--- config.mk ---
export PLATFORM = sky130hd
export DESIGN_NAME = adc_correct
export DESIGN_NICKNAME = d
export VERILOG_FILES = /design/src/rtl/adc_corr_pkg.sv /design/src/rtl/corr_delay.sv /design/src/rtl/corr_align.sv /design/src/rtl/corr_merge.sv /design/src/rtl/adc_correct.sv
export SDC_FILE = /design/constraint.sdc
export NUM_CORES = 1
export LEC_CHECK = 0
export ABC_AREA = 0
export BUFFER_PORTS_ARGS = -buffer_cell sky130_fd_sc_hd__buf_2
export CORE_MARGIN = 1.5
export CORE_UTILIZATION = 35
export CTS_BUF_LIST = sky130_fd_sc_hd__clkbuf_8
export DETAILED_ROUTE_END_ITERATION = 16
export SKIP_LAST_GASP = 1
export SYNTH_ARGS = -nofsm -noshare
export SYNTH_HDL_FRONTEND = slang
export SYNTH_SLANG_ARGS = --single-unit
export TNS_END_PERCENT = 100
--- constraint.sdc ---
create_clock -name clk -period 3 [get_ports clk]
set_clock_uncertainty 0.2 [all_clocks]
set_input_delay 0.15 -clock clk [delete_from_list [all_inputs] [get_ports clk]]
set_output_delay 0.15 -clock clk [all_outputs]
set_load 0.01 [all_outputs]
--- src/rtl/adc_corr_pkg.sv ---
package adc_corr_pkg;

  // 1.5-bit stage digit encodings
  localparam logic [1:0] DIG_LO  = 2'b00;
  localparam logic [1:0] DIG_MID = 2'b01;
  localparam logic [1:0] DIG_HI  = 2'b10;
  localparam logic [1:0] DIG_BAD = 2'b11;

  // An impossible digit is weighted as the top legal digit.
  function automatic logic [1:0] fold_digit(input logic [1:0] code);
    return (code == DIG_BAD) ? DIG_HI : code;
  endfunction

  function automatic logic is_bad_digit(input logic [1:0] code);
    return (code == DIG_BAD);
  endfunction

endpackage

--- src/rtl/corr_delay.sv ---
module corr_delay #(
  parameter int W     = 2,
  parameter int DEPTH = 1
) (
  input  logic         clk,
  input  logic         rst_n,
  input  logic [W-1:0] d,
  output logic [W-1:0] q
);

  logic [W-1:0] stg_q   [DEPTH];
  logic [W-1:0] stg_nxt [DEPTH];

  always_comb begin
    stg_nxt[0] = d;
    for (int i = 1; i < DEPTH; i++) begin
      stg_nxt[i] = stg_q[i-1];
    end
  end

  always_ff @(posedge clk or negedge rst_n) begin
    if (!rst_n) begin
      for (int i = 0; i < DEPTH; i++) begin
        stg_q[i] <= '0;
      end
    end else begin
      for (int i = 0; i < DEPTH; i++) begin
        stg_q[i] <= stg_nxt[i];
      end
    end
  end

  assign q = stg_q[DEPTH-1];

endmodule

--- src/rtl/corr_align.sv ---
module corr_align #(
  parameter int FIRST_BITS = 4,
  parameter int NUM_MID    = 8,
  localparam int MID_W     = 2 * NUM_MID
) (
  input  logic                  clk,
  input  logic                  rst_n,
  input  logic                  in_valid,
  input  logic [FIRST_BITS-1:0] first_code,
  input  logic [MID_W-1:0]      mid_codes,
  output logic [FIRST_BITS-1:0] first_al,
  output logic [MID_W-1:0]      mid_al,
  output logic [NUM_MID:0]      vld_tap
);

  // vld_q[k] is in_valid delayed k+1 edges: the valid of the sample whose
  // stage-(k+1) code is on the inputs now; vld_q[NUM_MID] is the aligned valid.
  logic [NUM_MID:0] vld_q;
  logic [NUM_MID:0] vld_nxt;

  always_comb begin
    vld_nxt = {vld_q[NUM_MID-1:0], in_valid};
  end

  always_ff @(posedge clk or negedge rst_n) begin
    if (!rst_n) begin
      vld_q <= '0;
    end else begin
      vld_q <= vld_nxt;
    end
  end

  assign vld_tap = vld_q;

  // Leading stage waits for every later stage and the flash.
  corr_delay #(
    .W     (FIRST_BITS),
    .DEPTH (NUM_MID + 1)
  ) u_first_dly (
    .clk   (clk),
    .rst_n (rst_n),
    .d     (first_code),
    .q     (first_al)
  );

  // Stage k (0-based) arrives k+1 cycles late, so it waits NUM_MID-k cycles.
  for (genvar k = 0; k < NUM_MID; k++) begin : g_mid_dly
    corr_delay #(
      .W     (2),
      .DEPTH (NUM_MID - k)
    ) u_dly (
      .clk   (clk),
      .rst_n (rst_n),
      .d     (mid_codes[2*k +: 2]),
      .q     (mid_al[2*k +: 2])
    );
  end

endmodule

--- src/rtl/corr_merge.sv ---
module corr_merge
  import adc_corr_pkg::*;
#(
  parameter int FIRST_BITS = 4,
  parameter int NUM_MID    = 8,
  parameter int FLASH_BITS = 3,
  parameter int OUT_BITS   = 12,
  localparam int MID_W     = 2 * NUM_MID
) (
  input  logic [FIRST_BITS-1:0] first_al,
  input  logic [MID_W-1:0]      mid_al,
  input  logic [FLASH_BITS-1:0] flash_al,
  output logic [OUT_BITS-1:0]   sample
);

  // Weight position of the leading stage's LSB.
  localparam int FIRST_SHIFT = FLASH_BITS - 1 + NUM_MID;
  // Raw sum width: leading stage plus at most twice its LSB weight.
  localparam int RAW_W  = FIRST_SHIFT + FIRST_BITS + 1;
  // Number of fine bits dropped after the offset is removed.
  localparam int DROP   = FIRST_SHIFT + FIRST_BITS - OUT_BITS;
  localparam int SPAN   = OUT_BITS + DROP;
  // Mid-scale offset: sum of all 1.5-bit weights plus half the flash range.
  localparam int OFFSET = 1 << FIRST_SHIFT;

  logic [1:0]            dig [NUM_MID];
  logic [RAW_W-1:0]      raw;
  logic signed [RAW_W:0] diff;
  logic [RAW_W-1:0]      mag;
  logic [OUT_BITS-1:0]   kept;

  for (genvar k = 0; k < NUM_MID; k++) begin : g_fold
    assign dig[k] = fold_digit(mid_al[2*k +: 2]);
  end

  // Overlapped shifted addition.
  always_comb begin
    raw = RAW_W'(flash_al);
    raw = raw + (RAW_W'(first_al) << FIRST_SHIFT);
    for (int k = 0; k < NUM_MID; k++) begin
      raw = raw + (RAW_W'(dig[k]) << (FIRST_SHIFT - 1 - k));
    end
  end

  always_comb begin
    diff = $signed({1'b0, raw}) - $signed((RAW_W + 1)'(OFFSET));
    mag  = diff[RAW_W-1:0];
  end

  if (DROP > 0) begin : g_trunc
    logic lsb_unused;
    assign lsb_unused = ^mag[DROP-1:0];
    assign kept       = mag[SPAN-1:DROP];
  end else begin : g_full
    assign kept = mag[SPAN-1:0];
  end

  // Clamp below zero, limit above full scale.
  always_comb begin
    if (diff[RAW_W]) begin
      sample = '0;
    end else if (mag[SPAN]) begin
      sample = '1;
    end else begin
      sample = kept;
    end
  end

endmodule

--- src/rtl/adc_correct.sv ---
module adc_correct
  import adc_corr_pkg::*;
#(
  parameter int FIRST_BITS = 4,
  parameter int NUM_MID    = 8,
  parameter int FLASH_BITS = 3,
  parameter int OUT_BITS   = 12,
  localparam int MID_W     = 2 * NUM_MID
) (
  input  logic                  clk,
  input  logic                  rst_n,
  input  logic                  in_valid,
  input  logic [FIRST_BITS-1:0] first_code,
  input  logic [MID_W-1:0]      mid_codes,
  input  logic [FLASH_BITS-1:0] flash_code,
  output logic                  out_valid,
  output logic [OUT_BITS-1:0]   out_sample,
  output logic                  code_err
);

  logic [FIRST_BITS-1:0] first_al;
  logic [MID_W-1:0]      mid_al;
  logic [NUM_MID:0]      vld_tap;
  logic [OUT_BITS-1:0]   merged;
  logic [NUM_MID-1:0]    bad_hit;

  logic                  vld_nxt;
  logic                  data_en;
  logic [OUT_BITS-1:0]   sample_nxt;
  logic                  err_nxt;

  corr_align #(
    .FIRST_BITS (FIRST_BITS),
    .NUM_MID    (NUM_MID)
  ) u_align (
    .clk        (clk),
    .rst_n      (rst_n),
    .in_valid   (in_valid),
    .first_code (first_code),
    .mid_codes  (mid_codes),
    .first_al   (first_al),
    .mid_al     (mid_al),
    .vld_tap    (vld_tap)
  );

  // The flash code is the last to arrive and needs no delay.
  corr_merge #(
    .FIRST_BITS (FIRST_BITS),
    .NUM_MID    (NUM_MID),
    .FLASH_BITS (FLASH_BITS),
    .OUT_BITS   (OUT_BITS)
  ) u_merge (
    .first_al   (first_al),
    .mid_al     (mid_al),
    .flash_al   (flash_code),
    .sample     (merged)
  );

  // Illegal digit seen on a stage input in a valid sample's slot.
  for (genvar k = 0; k < NUM_MID; k++) begin : g_bad
    assign bad_hit[k] = is_bad_digit(mid_codes[2*k +: 2]) & vld_tap[k];
  end

  always_comb begin
    vld_nxt    = vld_tap[NUM_MID];
    data_en    = vld_tap[NUM_MID];
    sample_nxt = merged;
    err_nxt    = code_err | (|bad_hit);
  end

  always_ff @(posedge clk or negedge rst_n) begin
    if (!rst_n) begin
      out_valid <= 1'b0;
      code_err  <= 1'b0;
    end else begin
      out_valid <= vld_nxt;
      code_err  <= err_nxt;
    end
  end

  always_ff @(posedge clk or negedge rst_n) begin
    if (!rst_n) begin
      out_sample <= '0;
    end else if (data_en) begin
      out_sample <= sample_nxt;
    end
  end

endmodule

Yosys cells after proc, flatten, opt, wreduce, memory -nomap -nowiden --
Cells that the tools add are included. W data, S select, Z words.
Word-level totals: bits in registers 131, input port bits 26, output and inout bits 14, logic and storage cells 95
Operators by class: add/subtract/negate cells 10, equality and inequality tests 16, multiplexer cells 10, bitwise operators 9, reduce and logical (&&, ||, !) cells 1
Operators with widths (number):
- $eq A2 B2 Y1 const B | 16
- $mux W12 | 2
- $mux W2 | 8
- $sub A15 B11 Y16 const B | 1
- $add A15 B10 Y15 | 1
- $add A15 B11 Y15 | 1
- $add A15 B4 Y15 | 1
- $add A15 B5 Y15 | 1
- $add A15 B6 Y15 | 1
- $add A15 B7 Y15 | 1
- $add A15 B8 Y15 | 1
- $add A15 B9 Y15 | 1
- $add A3 B14 Y15 | 1
- $and A1 B1 Y1 | 8
- $reduce_or A8 Y1 | 1
- $or A1 B1 Y1 | 1

Longest topological paths before layout --
depth after elaboration 13, depth in mapped cells 12, mapped depth without buffers 11

Modules after synthesis --
From an unflattened synthesis, not the netlist that was laid out.
Unflattened totals: cell total of the unflattened synthesis 267, area total of the unflattened synthesis 4326.6 um^2
By module, submodules not included:
- corr_delay (u_align.u_first_dly) | instances 1, cells an instance 36, area each 900.9 um^2, seq. area each 900.9 um^2
- corr_merge | instances 1, cells an instance 112, area each 848.3 um^2, seq. area each 0.0 um^2
- adc_correct | instances 1, cells an instance 38, area each 550.5 um^2, seq. area each 350.3 um^2
- corr_delay (u_align.g_mid_dly[0].u_dly) | instances 1, cells an instance 16, area each 400.4 um^2, seq. area each 400.4 um^2
- corr_delay (u_align.g_mid_dly[1].u_dly) | instances 1, cells an instance 14, area each 350.3 um^2, seq. area each 350.3 um^2
- corr_delay (u_align.g_mid_dly[2].u_dly) | instances 1, cells an instance 12, area each 300.3 um^2, seq. area each 300.3 um^2
- corr_delay (u_align.g_mid_dly[3].u_dly) | instances 1, cells an instance 10, area each 250.2 um^2, seq. area each 250.2 um^2
- corr_align | instances 1, cells an instance 9, area each 225.2 um^2, seq. area each 225.2 um^2
- corr_delay (u_align.g_mid_dly[4].u_dly) | instances 1, cells an instance 8, area each 200.2 um^2, seq. area each 200.2 um^2
- corr_delay (u_align.g_mid_dly[5].u_dly) | instances 1, cells an instance 6, area each 150.1 um^2, seq. area each 150.1 um^2
- corr_delay (u_align.g_mid_dly[6].u_dly) | instances 1, cells an instance 4, area each 100.1 um^2, seq. area each 100.1 um^2
- corr_delay (u_align.g_mid_dly[7].u_dly) | instances 1, cells an instance 2, area each 50.0 um^2, seq. area each 50.0 um^2

Worst setup path before layout --
No wires, ideal clock.
path kind register to register, from reg u_align.g_mid_dly[6].u_dly.stg_q (netlist bit u_align.g_mid_dly[6].u_dly.q[0]), to reg out_sample[3], setup time 78 ps, arrival 2442 ps, data required time 2722 ps, setup slack 280 ps, cell stages (with the launch flop) 13, path buffers 1, period minus slack after synthesis 2720 ps, cells stage by stage dfrtp_1 > nor2b_1 > ha_1 > ha_1 > inv_1 > fa_1 > nand2b_1 > a21o_1 > a31o_2 > a21boi_1 > o21ai_0 > buf_2 > o2bb2ai_1
Between the ends: cells in the longest elaborated chain, start to end 7
RTL lines:
- start, declared | line corr_delay.sv:11 | logic [W-1:0] stg_q [DEPTH];
- start signal, assigned by index | line corr_delay.sv:28 | stg_q[i] <= stg_nxt[i];
- $eq A2 B2 Y1 | line adc_corr_pkg.sv:11 | return (code == DIG_BAD) ? DIG_HI : code;
- $mux W2 * | line adc_corr_pkg.sv:11
- $add A15 B5 Y15 * | line corr_merge.sv:41 | raw = raw + (RAW_W'(dig[k]) << (FIRST_SHIFT - 1 - k));
- $add A15 B4 Y15 * | line corr_merge.sv:41
- $sub A15 B11 Y16 * | line corr_merge.sv:46 | diff = $signed({1'b0, raw}) - $signed((RAW_W + 1)'(OFFSET));
- $mux W12 | line corr_merge.sv:62 | end else if (mag[SPAN]) begin
- $mux W12 * | line corr_merge.sv:60 | if (diff[RAW_W]) begin
- end signal, assigned | line adc_correct.sv:85 | out_sample <= sample_nxt;
- end, declared | line adc_correct.sv:17 | output logic [OUT_BITS-1:0] out_sample,
Mark *: on every way between the ends. The rest lies on a longest branch, timed or not. A chain may end at the register's enable or synchronous reset.

Worst setup path after layout --
from reg u_align.g_mid_dly[6].u_dly.stg_q (netlist bit u_align.g_mid_dly[6].u_dly.q[0]), to reg out_sample[7]
Same word-level chain as after synthesis.

==> flow_summary.toml <==
[synth]
ys_warn_count = 0
yosys_register_bits = 131
synthArstFlopShare_pct = 100
seq_area_frac_synth_pct = 75.5
syn_inst = 279
synth_flop_cell = "dfrtp_1"
syn-num-nets = 328
netlist-cell-type-count = 41
avgSynthCellArea_um2 = 15.6
syn_area_um2 = 4340
synth-edff-count = 0

[place]
pre_cts_ws_ns = 0.0707
portBuffers = 37
dp_hpwl_um = 3940
dp.cells = 479
globalplace.congestion = 0.806

[power]
clock_power_share_pct = 39.5
p_comb_share_pct = 8.6
p_sw_share_pct = 23.3
ir_drop_v = 0.000369
p_sw_mw = 0.857
p_per_area_nw_per_um2 = 682
p_leak_nw = 2.52
p_int_mw = 2.82
pwr-share-seq_pct = 51.9

[timing]
max-slew-margin-rel_pct = 55.4
fin_ws_ns = 0.123
finalCriticalPeriod_ns = 2.88
hold_viol_final = 0
worst_pin_slew_ns = 0.669
finalMaxSlewViolations = 0
finalSetupViolCount = 0
finalCritPeriodShare_pct = 95.9
fmax_mhz = 348

[clock_network]
post-cts-setup-buffer-count = 0
clkTransAtPathRegs_ns = 0.07
root_buffer = "clkbuf_8"
cts_buffer_depth = 2
clock-sinks = 131
htreeDepth = 4
cts_made_buffers = 17
cts_tree = "built"
worstSkewPairLatency_ns = 0.41

[floorplanning]
dieArea_um2 = 13100
ioPinCount = 40
rows = 40
fp.dieH_um = 114
die-width_um = 114
initial_utilization_pct = 36.0
core_um2 = 12100

[critical_path]
cp_num_buf_inv = 2
cp_data_arrival_time_ns = 3.02
crit_cells = 12
rr_worst_depth = 12
start_kind = "flip-flop"
cp_slowest_stage_delay_ns = 0.39
worstSetupPathType = "reg -> reg"
cpMostUsedCell = "ha_1"
end_kind = "flip-flop"
crit_fanout = 5
crit_required_ns = 3.14
slowest_stage = "fa_1"
path_delay_family = "compound AO/OA/AOI/OAI gates"
path_cells = "nor2b_1 -> ha_1 -> ha_1 -> inv_1 -> fa_1 -> nand2b_4 -> a21o_1 -> a31o_2 -> a21boi_2 -> o21ai_2 -> buf_4 -> o2bb2ai_1"

[global_route]
gr-usage-all-layers_pct = 10.8
grt_pass1_vias = 2357
grt_max_degree = 56
grt_pass1_wl_um = 10500
antenna_found_initial = 0
overflow = 0

[run]
drv_cap = 0

[status]
status = "completed"

[cells_and_area]
layout.nets = 403
area_delta_synth_final_pct = 24.4
antenna_cells = 0
instances_no_fill = 535
final_layout_size_suffix_gt1_share_pct = 23.7

[worst_hold_path]
holdCritPathClass = "in -> async"

[detailed_routing]
first_iter_violations = 121
routed_wl_um = 6190
drc_errors = 0
antenna_left = 0
dr.pass1.iters = 4
viasPerCell = 4.22
vias = 2256
wl_per_cell_um = 11.6
[path summary, 6_finish.rpt]
path                                                       start                                    end  slack [ns]
setup / recovery                 u_align.g_mid_dly[6].u_dly.q[0]                          out_sample[7]        0.12
hold / removal                                             rst_n                     u_align.vld_tap[3]        0.10
setup reg to reg                 u_align.g_mid_dly[6].u_dly.q[0]                          out_sample[7]        0.12
hold reg to reg            u_align.g_mid_dly[2].u_dly.stg_nxt[4]  u_align.g_mid_dly[2].u_dly.stg_nxt[2]        0.14
max in group asynchronous                                  rst_n         u_align.u_first_dly.stg_nxt[8]        1.71
min in group clk           u_align.g_mid_dly[2].u_dly.stg_nxt[4]  u_align.g_mid_dly[2].u_dly.stg_nxt[2]        0.14
[through the flow]
step | power, mW | hold WS (ns) | area (um2) | setup TNS, ns | utilization [%]
after CTS | 3.73 | 0.0906 | 5370 | 0 | 44.5
after global placement | 2.22 | 0.0151 | 4730 | 0 | 39.2
after detailed placement | 2.23 | 0.0259 | 4730 | 0 | 39.2
after global routing | 3.87 | 0.124 | 5400 | -0.00674 | 44.8
final | 3.68 | 0.101 | 5400 | 0 | 44.8
after floorplan | 2.11 | -0.346 | 4340 | 0 | -
[cell families after synthesis]
logic type	synth area share, %
AOI/OAI and AO/OA	8.39
xor gates and xnor gates	1.01
adders and majority gates	6.80
buffers and inverters	2.77
DFF	75.5
and+or+nand+nor	5.51
[power by group through the flow]
| stage | Sequential (mW) | Clock, mW | Combinational (mW) |
|---|---|---|---|
| final | 1.91 | 1.45 | 0.315 |
| after CTS | 1.91 | 1.51 | 0.312 |
| after detailed placement | 1.95 | 0 | 0.286 |
| after global placement | 1.94 | 0 | 0.283 |
| after floorplan | 1.95 | 0 | 0.162 |
| after global routing | 1.92 | 1.59 | 0.357 |
[cell usage in the layout (no fill, tap or decap), types with 2 or more instances in the layout]
cell	count
bufinv_16	2
nand2b_1	2
nand3_1	7
buf_4	6
inv_6	3
ha_1	22
a221o_1	2
a21oi_2	3
buf_2	37
clkbuf_8	20
a21o_1	4
nand4_1	4
nand2_1	5
and3_1	3
inv_1	16
dlygate4sd3_1	23
dfrtp_1	131
clkinv_2	4
a21oi_1	9
o2bb2ai_1	11
clkinv_4	2
xnor2_1	3
o211ai_1	3
o21a_1	2
o21ai_0	2
nor2b_1	8
nor2_1	11
xor2_1	2
[routing by layer]
metal	wire (um)	vias to the layer above	share of wire (%)	track usage (%)
li1	-	1100	-	-
met1	2710	1101	44	12.0
met2	3160	47	51	17.7
met3	252	8	4.1	5.24
met4	69	0	1.1	4.42
met5	0	-	0	0
[worst register-to-register path, delay by kind of cell (launching register included)]
kind | cells | cell delay [ns]
AO/OA/AOI/OAI | 5 | 0.89
adder cells (fa/ha/maj) | 3 | 0.83
buffers and inverters | 2 | 0.23
flip-flops | 1 | 0.36
AND/OR/NAND/NOR | 2 | 0.30
[area by class of cell]
type / count / area [um2]
clock buffers: 20 / 275
clock inverters: 12 / 128
fillers: 1092 / 6660
inverters: 15 / 56.3
multi-input cells: 122 / 970
flip-flops and latches: 131 / 3280
well taps: 168 / 210
repair buffers: 67 / 480
[cell usage after synthesis (all sizes together) (2+ instances only)]
cell type	n	area (um2)
nand2	5	18.8
xor2	2	17.5
nor2b	8	50.1
nand3	7	35.0
dfrtp	131	3280
buf	3	27.5
a21o	5	38.8
and3	3	18.8
or3	2	13.8
o2bb2ai	11	96.3
a221o	2	20.0
xnor2	3	26.3
nand4	4	25.0
nor2	11	41.3
o21ai	3	15.0
a21oi	12	67.6
nand2b	3	18.8
clkbuf	7	26.3
o211ai	3	22.5
ha	22	275
o21a	2	15.0
inv	15	56.3
[registers in the layout, indices dropped and copies added (netlist names)]
register,cells
u_align.u_first_dly.q,4
u_align.vld_tap,9
u_align.g_mid_dly.u_dly.q,16
u_align.u_first_dly.stg_nxt,32
out_valid,1
u_align.g_mid_dly.u_dly.stg_nxt,56
code_err,1
out_sample,12
[timing repair]
action,4_1_cts,5_1_grt
setup endpoints to repair,0,11
hold buffers,23,0
endpoints found under the hold margin,76,0
gates resized for setup,0,8
Power figures use the tool's default switching activity.
